$ cat src/rtl/pic8_pkg.sv
package pic8_pkg;
  localparam int unsigned IRQ_LINES = 8;
  localparam int unsigned IDX_W     = $clog2(IRQ_LINES);
  localparam int unsigned DATA_W    = 8;
  localparam int unsigned BASE_W    = DATA_W - IDX_W;
  localparam int unsigned ADDR_W    = 2;

  typedef logic [IRQ_LINES-1:0] irq_vec_t;
  typedef logic [IDX_W-1:0]     irq_idx_t;

  // register map; the command address is decoded as end-of-service
  localparam logic [ADDR_W-1:0] ADR_MASK = ADDR_W'(0);
  localparam logic [ADDR_W-1:0] ADR_CFG  = ADDR_W'(1);
  localparam logic [ADDR_W-1:0] ADR_CMD  = ADDR_W'(2);
  localparam logic [ADDR_W-1:0] ADR_REQ  = ADDR_W'(3);
  localparam int unsigned CFG_LEVEL_BIT = 0;

  // one-hot of the lowest set bit (highest priority)
  function automatic irq_vec_t lowest_oh(irq_vec_t v);
    return v & (~v + irq_vec_t'(1));
  endfunction

  function automatic irq_idx_t lowest_idx(irq_vec_t v);
    irq_idx_t r = '0;
    for (int i = IRQ_LINES - 1; i >= 0; i--) begin
      if (v[i]) r = irq_idx_t'(i);
    end
    return r;
  endfunction

  // pending work outranks everything currently in service
  function automatic logic outranks(irq_vec_t pend, irq_vec_t busy);
    return (pend != '0) && ((busy == '0) || (lowest_oh(pend) < lowest_oh(busy)));
  endfunction

  function automatic logic [DATA_W-1:0] make_vector(logic [BASE_W-1:0] base, irq_idx_t idx);
    return {base, idx};
  endfunction
endpackage

$ cat src/rtl/pic_req_capture.sv
module pic_req_capture
  import pic8_pkg::*;
(
  input  logic     clk,
  input  logic     rst_n,
  input  irq_vec_t irq_lines,
  input  logic     level_mode,
  input  irq_vec_t clr,
  output irq_vec_t irr_q,
  output irq_vec_t irq_rise
);
  irq_vec_t prev_q;

  always_ff @(posedge clk or negedge rst_n) begin
    if (!rst_n) prev_q <= '0;
    else        prev_q <= irq_lines;
  end

  assign irq_rise = irq_lines & ~prev_q;

  for (genvar g = 0; g < IRQ_LINES; g++) begin : g_bit
    logic bit_q;

    always_ff @(posedge clk or negedge rst_n) begin
      if (!rst_n)          bit_q <= 1'b0;
      else if (level_mode) bit_q <= irq_lines[g];
      else                 bit_q <= (bit_q & ~clr[g]) | irq_rise[g];
    end

    assign irr_q[g] = bit_q;

    // an edge-captured request holds until acknowledged
    p_edge_hold_r2: assert property (@(posedge clk) disable iff (!rst_n)
      (!level_mode && bit_q && !clr[g]) |=> bit_q);

    // a rising edge is always captured
    p_rise_latches_r2: assert property (@(posedge clk) disable iff (!rst_n)
      (!level_mode && irq_rise[g]) |=> bit_q);
  end

  // level capture follows the sampled line
  p_level_follow_r3: assert property (@(posedge clk) disable iff (!rst_n)
    level_mode |=> (irr_q == $past(irq_lines)));
endmodule

$ cat src/rtl/pic_resolver.sv
module pic_resolver
  import pic8_pkg::*;
(
  input  logic     clk,
  input  logic     rst_n,
  input  irq_vec_t irr_q,
  input  irq_vec_t mask_q,
  input  irq_vec_t isr_q,
  output irq_vec_t pending,
  output irq_vec_t win_oh,
  output irq_idx_t win_idx,
  output logic     cpu_irq
);
  assign pending = irr_q & ~mask_q;
  assign win_oh  = lowest_oh(pending);
  assign win_idx = lowest_idx(pending);
  assign cpu_irq = outranks(pending, isr_q);

  // fully masked requests never interrupt
  p_masked_silent_r4: assert property (@(posedge clk) disable iff (!rst_n)
    ((irr_q & ~mask_q) == '0) |-> !cpu_irq);

  // line 0 in service blocks every other line
  p_top_blocks_r5: assert property (@(posedge clk) disable iff (!rst_n)
    isr_q[0] |-> !cpu_irq);

  // a single winner at most
  p_one_winner_r5: assert property (@(posedge clk) disable iff (!rst_n)
    $onehot0(win_oh));
endmodule

$ cat src/rtl/pic_service.sv
module pic_service
  import pic8_pkg::*;
(
  input  logic              clk,
  input  logic              rst_n,
  input  logic              cpu_ack,
  input  logic              cpu_irq,
  input  irq_vec_t          win_oh,
  input  irq_idx_t          win_idx,
  input  logic              eoi_cmd,
  input  logic [BASE_W-1:0] vec_base,
  output irq_vec_t          isr_q,
  output logic              ack_take,
  output logic              vec_valid,
  output logic [DATA_W-1:0] vec_num
);
  irq_vec_t eoi_clr;
  irq_vec_t ack_set;

  assign ack_take = cpu_ack & cpu_irq;
  assign eoi_clr  = eoi_cmd  ? lowest_oh(isr_q) : '0;
  assign ack_set  = ack_take ? win_oh : '0;

  always_ff @(posedge clk or negedge rst_n) begin
    if (!rst_n) begin
      isr_q     <= '0;
      vec_valid <= 1'b0;
      vec_num   <= '0;
    end else begin
      isr_q     <= (isr_q & ~eoi_clr) | ack_set;
      vec_valid <= ack_take;
      if (ack_take) vec_num <= make_vector(vec_base, win_idx);
    end
  end

  // the taken line enters service and its vector follows
  p_isr_gets_winner_r6: assert property (@(posedge clk) disable iff (!rst_n)
    ack_take |=> ((isr_q & $past(win_oh)) != '0));

  p_vec_after_ack_r6: assert property (@(posedge clk) disable iff (!rst_n)
    ack_take |=> (vec_valid && vec_num[IDX_W-1:0] == $past(win_idx)));

  p_no_vec_without_ack_r6: assert property (@(posedge clk) disable iff (!rst_n)
    !ack_take |=> !vec_valid);

  // end-of-service removes exactly one bit
  p_eoi_clears_one_r7: assert property (@(posedge clk) disable iff (!rst_n)
    (eoi_cmd && !ack_take && isr_q != '0) |=>
      ($countones(isr_q) == $countones($past(isr_q)) - 1));
endmodule

$ cat src/rtl/pic_regs.sv
module pic_regs
  import pic8_pkg::*;
(
  input  logic              clk,
  input  logic              rst_n,
  input  logic              bus_wr,
  input  logic [ADDR_W-1:0] bus_addr,
  input  logic [DATA_W-1:0] bus_wdata,
  input  irq_vec_t          irr_q,
  input  irq_vec_t          isr_q,
  output irq_vec_t          mask_q,
  output logic              level_mode,
  output logic [BASE_W-1:0] vec_base,
  output logic              eoi_cmd,
  output logic [DATA_W-1:0] bus_rdata
);
  logic wr_mask, wr_cfg;

  assign wr_mask = bus_wr && (bus_addr == ADR_MASK);
  assign wr_cfg  = bus_wr && (bus_addr == ADR_CFG);
  assign eoi_cmd = bus_wr && (bus_addr == ADR_CMD);

  always_ff @(posedge clk or negedge rst_n) begin
    if (!rst_n) begin
      mask_q     <= '0;
      level_mode <= 1'b0;
      vec_base   <= '0;
    end else begin
      if (wr_mask) mask_q <= bus_wdata[IRQ_LINES-1:0];
      if (wr_cfg) begin
        level_mode <= bus_wdata[CFG_LEVEL_BIT];
        vec_base   <= bus_wdata[DATA_W-1:IDX_W];
      end
    end
  end

  always_comb begin
    case (bus_addr)
      ADR_MASK: bus_rdata = DATA_W'(mask_q);
      ADR_CFG:  bus_rdata = {vec_base, {(IDX_W-1){1'b0}}, level_mode};
      ADR_CMD:  bus_rdata = DATA_W'(isr_q);
      default:  bus_rdata = DATA_W'(irr_q);
    endcase
  end

  // the request address accepts no writes
  p_req_write_ignored_r10: assert property (@(posedge clk) disable iff (!rst_n)
    (bus_wr && bus_addr == ADR_REQ) |=>
      ($stable(mask_q) && $stable(level_mode) && $stable(vec_base)));
endmodule

$ cat src/rtl/prio_irq_ctrl.sv
module prio_irq_ctrl
  import pic8_pkg::*;
(
  input  logic        clk,
  input  logic        rst_n,
  input  logic [7:0]  irq_lines,
  input  logic        bus_wr,
  input  logic [1:0]  bus_addr,
  input  logic [7:0]  bus_wdata,
  output logic [7:0]  bus_rdata,
  output logic        cpu_irq,
  input  logic        cpu_ack,
  output logic        vec_valid,
  output logic [7:0]  vec_num
);
  irq_vec_t          irr_q, irq_rise, mask_q, isr_q, pending, win_oh, req_clr;
  irq_idx_t          win_idx;
  logic              level_mode, eoi_cmd, ack_take;
  logic [BASE_W-1:0] vec_base;

  assign req_clr = ack_take ? win_oh : '0;

  pic_req_capture u_capture (
    .clk(clk), .rst_n(rst_n), .irq_lines(irq_lines), .level_mode(level_mode),
    .clr(req_clr), .irr_q(irr_q), .irq_rise(irq_rise)
  );

  pic_resolver u_resolver (
    .clk(clk), .rst_n(rst_n), .irr_q(irr_q), .mask_q(mask_q), .isr_q(isr_q),
    .pending(pending), .win_oh(win_oh), .win_idx(win_idx), .cpu_irq(cpu_irq)
  );

  pic_service u_service (
    .clk(clk), .rst_n(rst_n), .cpu_ack(cpu_ack), .cpu_irq(cpu_irq),
    .win_oh(win_oh), .win_idx(win_idx), .eoi_cmd(eoi_cmd), .vec_base(vec_base),
    .isr_q(isr_q), .ack_take(ack_take), .vec_valid(vec_valid), .vec_num(vec_num)
  );

  pic_regs u_regs (
    .clk(clk), .rst_n(rst_n), .bus_wr(bus_wr), .bus_addr(bus_addr),
    .bus_wdata(bus_wdata), .irr_q(irr_q), .isr_q(isr_q), .mask_q(mask_q),
    .level_mode(level_mode), .vec_base(vec_base), .eoi_cmd(eoi_cmd),
    .bus_rdata(bus_rdata)
  );

  // command and acknowledge together leave the new line in service
  p_eoi_ack_same_r8: assert property (@(posedge clk) disable iff (!rst_n)
    (eoi_cmd && ack_take) |=> ((isr_q & $past(win_oh)) != '0));

  // a taken acknowledge removes the edge request
  p_ack_clears_req_r6: assert property (@(posedge clk) disable iff (!rst_n)
    (ack_take && !level_mode && (irq_rise & win_oh) == '0) |=> ((irr_q & $past(win_oh)) == '0));

  logic unused_pending;
  assign unused_pending = ^pending;
endmodule

$ cat config.mk
export PLATFORM = sky130hd
export DESIGN_NAME = prio_irq_ctrl
export DESIGN_NICKNAME = d
export VERILOG_FILES = /design/src/rtl/pic8_pkg.sv /design/src/rtl/pic_req_capture.sv /design/src/rtl/pic_resolver.sv /design/src/rtl/pic_service.sv /design/src/rtl/pic_regs.sv /design/src/rtl/prio_irq_ctrl.sv
export SDC_FILE = /design/constraint.sdc
export NUM_CORES = 1
export LEC_CHECK = 0
export ABC_AREA = 1
export BUFFER_PORTS_ARGS = -buffer_cell sky130_fd_sc_hd__buf_4
export CELL_PAD_IN_SITES_DETAIL_PLACEMENT = 0
export CELL_PAD_IN_SITES_GLOBAL_PLACEMENT = 1
export CORE_AREA = 3 3 95 97
export CTS_CLUSTER_DIAMETER = 120
export CTS_CLUSTER_SIZE = 40
export DETAILED_ROUTE_END_ITERATION = 10
export DIE_AREA = 0 0 98 100
export GPL_ROUTABILITY_DRIVEN = 0
export GPL_TIMING_DRIVEN = 1
export MAX_ROUTING_LAYER = met4
export PLACE_DENSITY = 0.65
export SYNTH_ARGS = -nofsm -noshare
export SYNTH_HDL_FRONTEND = slang
export SYNTH_SLANG_ARGS = --single-unit
$ cat constraint.sdc
create_clock -name clk -period 5.76 [get_ports clk]
set_input_delay 0.864 -clock clk [delete_from_list [all_inputs] [get_ports clk]]
set_output_delay 0.864 -clock clk [all_outputs]
set_load 0.05 [all_outputs]
==> results of run 1 <==
[registers in the layout, summed over array words and instances (netlist names)]
| signal | flops |
|---|---|
| u_regs.level_mode | 1 |
| u_capture.prev_q | 8 |
| u_service.vec_valid | 1 |
| u_capture.g_bit.bit_q | 8 |
| u_service.vec_num | 8 |
| u_regs.vec_base | 5 |
| u_regs.mask_q | 8 |
| u_service.isr_q | 8 |
[final timing paths]
| path | end | slack (ps) |
|---|---|---|
| worst max-delay path | cpu_irq | 2260 |
| max in group asynchronous | u_service.isr_q[4] | 4780 |
| worst min-delay path | u_service.vec_num[7] | 490 |
| worst min register to register | u_service.vec_num[7] | 490 |
| min in group asynchronous | u_regs.vec_base[2] | 570 |
| worst max register to register | u_service.vec_num[1] | 3210 |
[metrics by stage]
stage	util	power, mW	hold WS, ps	cells
after floorplan	-	0.9834	453.0	299
after global placement	0.3435	1.165	465.9	437
after detailed placement	0.3435	1.168	474.6	437
after CTS	0.3572	1.418	497.0	445
after global routing	0.3572	1.506	518.9	445
final	0.3572	1.400	491.8	445
[cells in the mapped netlist]
library cell,n,share of area
nand2_1,79,0.12
dfrtp_1,47,0.48
inv_1,45,0.069
o21ai_0,35,0.072
nor2_1,25,0.039
nand4_1,8,0.021
o21ai_2,8,0.029
a21oi_1,7,0.014
ha_1,7,0.036
nand3_1,5,0.010
or2_2,5,0.013
clkbuf_1,4,0.0062
nand2_2,4,0.010
a221oi_1,3,0.011
o22ai_1,3,0.0077
mux2_2,2,0.0093
nor2_4,2,0.0093
buf_4,1,0.0031
buf_6,1,0.0046
nand2_4,1,0.0046
nand3_2,1,0.0041
nand3_4,1,0.0072
nor2_2,1,0.0026
nor3_1,1,0.0021
o211ai_1,1,0.0031
o21a_1,1,0.0031
o221ai_1,1,0.0036
[cell type report]
cell class              count  share of cell area
well taps                 105             0.04476
clock inverters             3             0.01492
inverters                  45             0.05754
clock buffers               5             0.02344
multi-input cells         201              0.3589
repair buffers             39             0.09974
flip-flops and latches     47              0.4007
[kinds of logic (layout without fill, tap and decap cells)]
| kind of cell | after synthesis | count (layout) |
|---|---|---|
| flops | 47 | 47 |
| buf+inv | 51 | 92 |
| simple gates | 133 | 133 |
| mux | 2 | 2 |
| fa+ha+maj | 7 | 7 |
| compound gates | 59 | 59 |
[per-layer routing]
layer | part of all wire | GRT usage
met2 | 0.47 | 0.2147
met3 | 0.028 | 0.02154
met4 | 0.014 | 0.03514
met5 | 0 | -
met1 | 0.49 | 0.1813
[worst max-delay path, delay by kind of cell (launching register included)]
kind	cells	cell delay, ps
AO/OA/AOI/OAI	1	120
adder cells (fa/ha/maj)	1	310
flip-flops	1	370
buffers and inverters	4	440
AND/OR/NAND/NOR	8	1100
[power groups by stage]
stage                     combinational, mW  sequential, mW  clock, mW
after floorplan                       0.431           0.553          0
after global placement                0.678           0.487          0
after detailed placement              0.679           0.488          0
after CTS                             0.682           0.482      0.254
after global routing                  0.748           0.494      0.264
final                                 0.674           0.482      0.245
==> results.cfg, run 1 <==
[status]
outcome = finished, final reports clean

[die]
row_count = 33
core_area_um2 = 8217
start_util = 0.2960
io_pins = 40
dieArea_um2 = 9800
die_w_um = 98
die_h_um = 100

[final_layout]
layout_commonest_cell = nand2_1
nNetsFinal = 368
multiInputGateArea_um2 = 1054
final_area_um2 = 2935
layout.cells.most_common_list = 79 x nand2_1, 47 x dfrtp_1, 45 x inv_1
antenna_cells = 0
area_delta_synth_final_pct = 20.68
post_route_cells_drive_above_1_share = 0.2118
seq_area_um2 = 1176
nFillCells = 884

[grt]
grt_pass1_vias = 2005
grt_usage = 0.1352
antenna_found_initial = 0
grt_overflow = 0
grt_max_degree = 48
grt_pass1_wl_um = 10240

[sta]
fin_crit_sh = 0.6079
finalSetupViolCount = 0
rsz0062_at_grt = false
tightest_slew_ps = 667.2
hold_viol = 0
period_minus_slack_ps = 3501
drv_slew = 0
fmax_mhz = 285.6
tns_ps = 0
postLayoutSetupSlackWorst_ps = 2259
clock-skew-final_ps = 6.796
relSlewSlack = 0.5536

[flow_run]
maxCapViolations = 0

[critical_path]
rr_startpoint = u_capture.g_bit[1].bit_q
crit_top_cell = nand2_1
arrival_ps = 2640
required_ps = 4900
timing.setup.critical_path_class = flop to primary output
rr_worst_depth = 14
worstPathCellList = inv_1, or2_2, nand2_1, nor2_1, inv_1, nor3_1, ha_1, nand2_1, o21a_1, nand2_1, nand2_4, nand2_1, inv_1, buf_4
crit_path_start_kind = flop
worst-path-max-fanout = 10
startpoint = u_capture.g_bit[1].bit_q
cp-end-kind = primary output
cp_slowest_cell = dfrtp_1
cp_slowest_stage_delay_ps = 370

[detailed_routing]
first_pass_iters = 4
totalWireLength_um = 6095
drc = 0
via_per_inst = 4.501
postRouteAntennaNets = 0
drtIter0Drc = 100
vias = 2003
wl_per_cell_um = 13.70

[clocking]
clock_path_buffers = 2
numCtsBuffers = 5
htreeDepth = 2
clock_sinks = 47
path_clk_slew_ps = 90
tritoncts = yes
clock_latency_ps = 300
cts_setup_buffers = 0
cts-root-buf = clkbuf_8
hold_buffers = 0
cts_resized = 0

[place]
dp_hpwl_um = 4761
placed_area_um2 = 2823
portBuffers = 39
pre_cts_slack_ps = 2621

[logic_synthesis]
synth_cell_types = 27
synth_fp_nets = 328
synthMuxAreaShare = 0.009259
synth_compound_area_frac = 0.1435
synth_cells = 299
synth_top_family_by_area = simple AND/OR/NAND/NOR gates
synth_seq_cells = 47
synth.yosys.seq_area_share = 0.4835
synth_fa_ha_area_frac = 0.03601
avgSynthCellArea_um2 = 8.135
synth_warnings = 0
syn-cell-area_um2 = 2432
synthSimpleGateAreaFrac = 0.2443
synthXorXnorAreaFrac = 0

[hold_path]
hp-class = flop to flop
worstHoldStart = u_service.vec_num[7]
hold_depth = 2

[power]
seqPwrFrac = 0.344
power.switching_mw = 0.6495
combPwrFrac = 0.481
p_clk_frac = 0.175
internal_power_mw = 0.7508
ir_worst_vdd_v = 0.0001723
switching_share = 0.4638
leakage_nw = 1.520
powerDensity_nw_per_um2 = 477.1
Power figures use the tool's default switching activity.
==> run 2: changes to the inputs <==
Settings changed: PLACE_DENSITY 0.65 to 0.67.
Clock period 5.76 ns to 2.93 ns, I/O delays scaled along.
==> run 2 against run 1 <==
Compared with the run above: non-clock buffer count is 3 higher; final cell count is 0.67% higher; critical endpoint unchanged; combinational power is 120% higher; sequential share of layout area is 1.6 points lower; critical path type unchanged; hold slack worse by 350 ps; die area stayed put; largest power group unchanged; clock power is 100% higher; sequential power is 98% higher; count of clock-buffer cells in the layout is 1 higher.
==> results.cfg, run 2 (synthesized netlist as in run 1, its figures left out) <==
[die]
die_h_um = 100
core_area_um2 = 8217
die_w_um = 98
dieArea_um2 = 9800
row_count = 33
io_pins = 40
start_util = 0.2960

[critical_path]
cp_slowest_cell = dfrtp_2
required_ps = 2490
crit_path_start_kind = flop
timing.setup.critical_path_class = flop to primary output
cp_slowest_stage_delay_ps = 460
worstPathCellList = nor2_4, nand2_2, nor2_4, nand2_2, nor2_4, nand3_2, ha_4, a21oi_2, o21a_1, nand2_2, nand2_4, nand2_2, inv_2, buf_8
arrival_ps = 2360
cp-end-kind = primary output
worst-path-max-fanout = 5
crit_top_cell = nand2_2

[power]
internal_power_mw = 1.588
powerDensity_nw_per_um2 = 952.5
power.switching_mw = 1.329
p_clk_frac = 0.172
switching_share = 0.4556
seqPwrFrac = 0.328
leakage_nw = 1.545
ir_worst_vdd_v = 0.0003077
combPwrFrac = 0.500

[clocking]
tritoncts = yes
clock_sinks = 47
path_clk_slew_ps = 90
cts-root-buf = clkbuf_8
clock_latency_ps = 300
numCtsBuffers = 5
clock_path_buffers = 2
htreeDepth = 2

[detailed_routing]
wl_per_cell_um = 13.80
drtIter0Drc = 112
dr.max_layer_used = met4
vias = 2034
wl_met1_um = 2976
via_per_inst = 4.540
first_pass_iters = 4
totalWireLength_um = 6184
postRouteAntennaNets = 0
wl_met2_um = 2855
drc = 0
wl_met3_um = 172

[final_layout]
post_route_cells_drive_above_1_share = 0.2770
nNetsFinal = 371
area_delta_synth_final_pct = 25.87
layout.cells.most_common_list = 73 x nand2_1, 46 x dfrtp_1, 43 x inv_1
layout_commonest_cell = nand2_1
post-route-util = 0.3726
antenna_cells = 0

[sta]
finalSetupViolCount = 0
tns_ps = 0
clock-skew-final_ps = 4.571
hold_viol = 0
relSlewSlack = 0.5338
postLayoutSetupSlackWorst_ps = 135.0
fmax_mhz = 357.8
period_minus_slack_ps = 2795
drv_slew = 0
tightest_slew_ps = 696.7
fin_crit_sh = 0.9539

[status]
outcome = finished, final reports clean

[place]
pre_cts_slack_ps = 228.1
dp_hpwl_um = 4631
portBuffers = 39

[flow_run]
maxCapViolations = 0

[grt]
grt_max_degree = 48
grt_usage = 0.1315
antenna_found_initial = 0
grt_overflow = 0
grt_pass1_wl_um = 9867
grt_pass1_vias = 2023

[hold_path]
hp-class = primary input to asynchronous set/reset pin
==> run 2: cell count changes in the layout (fill, tap and decap cells not counted), sizes merged <==
| cell | delta |
|---|---|
| clkinv | -1 |
| buf | +3 |
| clkbuf | +1 |
==> run 2: routing by layer <==
layer  global-route usage  up-vias
met3              0.01737       14
met5                    -        -
met1               0.1699      942
li1                     -     1042
met2               0.2094       36
met4              0.05431        0
==> run 2: critical path: cells and delay by family, from the launching register on <==
| family | cells | cell delay, ps |
|---|---|---|
| buf+inv | 2 | 190 |
| compound gates | 2 | 260 |
| flops | 1 | 460 |
| fa+ha+maj | 1 | 270 |
| simple gates | 9 | 870 |
==> run 2: repair_timing <==
item                                   4_1_cts  5_1_grt
setup buffers                                1        2
setup endpoints to repair                    1        1
resized for setup                            3       23
pin swaps                                    1        8
endpoints found under the hold margin        0        0
hold buffers                                 0        0
==> run 2: layout make-up <==
cell class                 instances  area, um^2
inverter                          45       168.9
multi-input combinational        201        1144
clock buffer                       6       82.58
timing repair buffer              42       322.8
tap                              105       131.4
fill                             838        5155
sequential                        47        1177
clock inverter                     2       35.03
==> run 2: per-stage QoR <==
stage          instances  power [mW]  instance area (um^2)  hold slack [ps]
2_1_floorplan        299       1.933                  2432            143.9
3_3_place_gp         437       2.283                  2823            468.6
3_5_place_dp         437       2.286                  2823            474.1
4_1_cts              446       2.851                  2957            167.3
5_1_grt              448       3.122                  3062            175.5
6_report             448       2.916                  3062            138.0
==> run 2: power groups by stage <==
stage,clock [mW],sequential [mW],combinational [mW]
final,0.502,0.956,1.46
after global routing,0.541,0.979,1.60
after CTS,0.515,0.946,1.39
after detailed placement,0,0.959,1.33
after global placement,0,0.954,1.33
after floorplan,0,1.09,0.847
==> run 2: final timing paths <==
path                                         start                   end  slack [ps]  cells after the start
worst max-delay path            u_service.isr_q[0]               cpu_irq         130                     14
worst min register to register  u_regs.vec_base[4]    u_regs.vec_base[4]         490                      2
min in group clk                      irq_lines[3]   u_capture.prev_q[3]         240                      1
max in group asynchronous                    rst_n    u_service.isr_q[0]        2350                      1
worst max register to register  u_service.isr_q[0]  u_service.vec_num[3]         410                     15
worst min-delay path                         rst_n  u_service.vec_num[5]         140                      1
==> run 3: changes to the inputs <==
Settings changed: PLACE_DENSITY 0.67 to 0.65.
Clock period 2.93 ns to 2.7 ns, I/O delays scaled along.
==> run 3 against run 2 <==
Compared with the run above: routed wire length up 4.5%; setup slack worse by 98 ps; critical path depth down 1; utilization up 0.69 points; final cell count up 2.0%; count of clock-buffer cells in the layout up 1; die area unchanged; combinational power up 18%; critical endpoint unchanged.
==> results.cfg, run 3 (synthesized netlist as in run 1, its figures left out) <==
[power]
powerDensity_nw_per_um2 = 1011
ir_worst_vdd_v = 0.0003361
leakage_nw = 1.582
finalPower_mw = 3.152

[critical_path]
crit_path_start_kind = flop
timing.setup.critical_path_class = flop to primary output
arrival_ps = 2260
required_ps = 2300
cp-end-kind = primary output
worst-path-max-fanout = 4

[place]
placed_area_um2 = 2845
portBuffers = 39
dp_hpwl_um = 4872

[sta]
hold_viol = 0
tightest_slew_ps = 612.1
period_minus_slack_ps = 2663
relSlewSlack = 0.5920
fin_crit_sh = 0.9864
rsz0062_at_grt = true
fmax_mhz = 375.5
finalSetupViolCount = 0
clock-skew-final_ps = 10.38
drv_slew = 0

[die]
dieArea_um2 = 9800
core_area_um2 = 8217
die_h_um = 100
die_w_um = 98
start_util = 0.2960
row_count = 33
io_pins = 40

[detailed_routing]
via_per_inst = 4.637
drtIter0Drc = 85
wl_per_cell_um = 14.14
totalWireLength_um = 6464
postRouteAntennaNets = 0
drc = 0
first_pass_iters = 4
vias = 2119

[final_layout]
nFillCells = 874
layout.cells.most_common_list = 72 x nand2_1, 50 x buf_4, 47 x dfrtp_1
post_route_cells_drive_above_1_share = 0.2983
antenna_cells = 0
layout_commonest_cell = nand2_1
final_area_um2 = 3118
area_delta_synth_final_pct = 28.19
nNetsFinal = 380

[grt]
grt_usage = 0.1416
grt_pass1_vias = 2115
grt_max_degree = 48
grt_pass1_wl_um = 10760
grt_overflow = 0
antenna_found_initial = 0

[flow_run]
maxCapViolations = 0

[clocking]
htreeDepth = 2
tritoncts = yes
cts-root-buf = clkbuf_8
clock_latency_ps = 290
clock_path_buffers = 2
path_clk_slew_ps = 80
clock_sinks = 47
numCtsBuffers = 5

[hold_path]
hp-class = primary input to asynchronous set/reset pin

[status]
outcome = finished, final reports clean
==> run 3: final timing paths <==
check	start	to	slack, ps	depth (start not counted)
hold reg to reg	u_regs.vec_base[0]	u_regs.vec_base[0]	490	2
setup / recovery	u_regs.mask_q[3]	cpu_irq	40	13
setup reg to reg	u_regs.mask_q[3]	u_capture.g_bit[7].bit_q	270	15
min in group clk	irq_lines[4]	u_capture.prev_q[4]	220	1
max in group asynchronous	rst_n	u_service.isr_q[2]	2160	1
hold / removal	rst_n	u_regs.mask_q[4]	120	1
==> run 3: timing repair <==
item	CTS	global route
gates resized for setup	25	9
hold buffers	0	0
hold endpoints to repair	0	0
pin swaps	11	10
buffers inserted	7	2
setup endpoints to repair	1	1
==> run 3: worst max-delay path: stages, from the launching register on <==
cell and delay [ps]:
dfrtp_1 380, or2_2 330, nand2_2 100, nor2_4 50
inv_4 90, nor2_2 50, ha_1 310, a21oi_2 140
o21a_1 160, nand2_2 70, nand2_4 60, nand2_2 50
inv_2 60, buf_8 130
==> run 3: area by class of cell <==
cell class                 count  area, um^2  share of cell area
tap                          105       131.4             0.04213
sequential                    47        1176              0.3772
multi-input combinational    201        1167              0.3744
timing repair buffer          51       390.4              0.1252
inverter                      45       171.4             0.05498
clock inverter                 1       5.005            0.001605
clock buffer                   7       76.32             0.02448
==> run 3: stage by stage <==
step                  util  std cells  hold WS (ps)  setup WS [ps]  TNS (ps)
floorplan                -        299         109.4          195.6         0
global placement    0.3463        440         461.4          77.72         0
detailed placement  0.3463        440         461.8          37.24         0
CTS                 0.3738        455         137.5          12.87         0
global route        0.3795        457         162.7         -86.94    -86.94
finish              0.3795        457         117.6          36.68         0
==> run 3: power by group <==
| part | switching [mW] | internal [mW] |
|---|---|---|
| Combinational | 1.11 | 0.608 |
| Sequential | 0.139 | 0.888 |
| Clock | 0.224 | 0.182 |
| Total | 1.47 | 1.68 |
==> run 3: layer usage <==
metal	routed length, um	global-route usage
met3	290	0.02224
met2	3106	0.2272
met1	2946	0.1871
met5	0	-
met4	122	0.03940
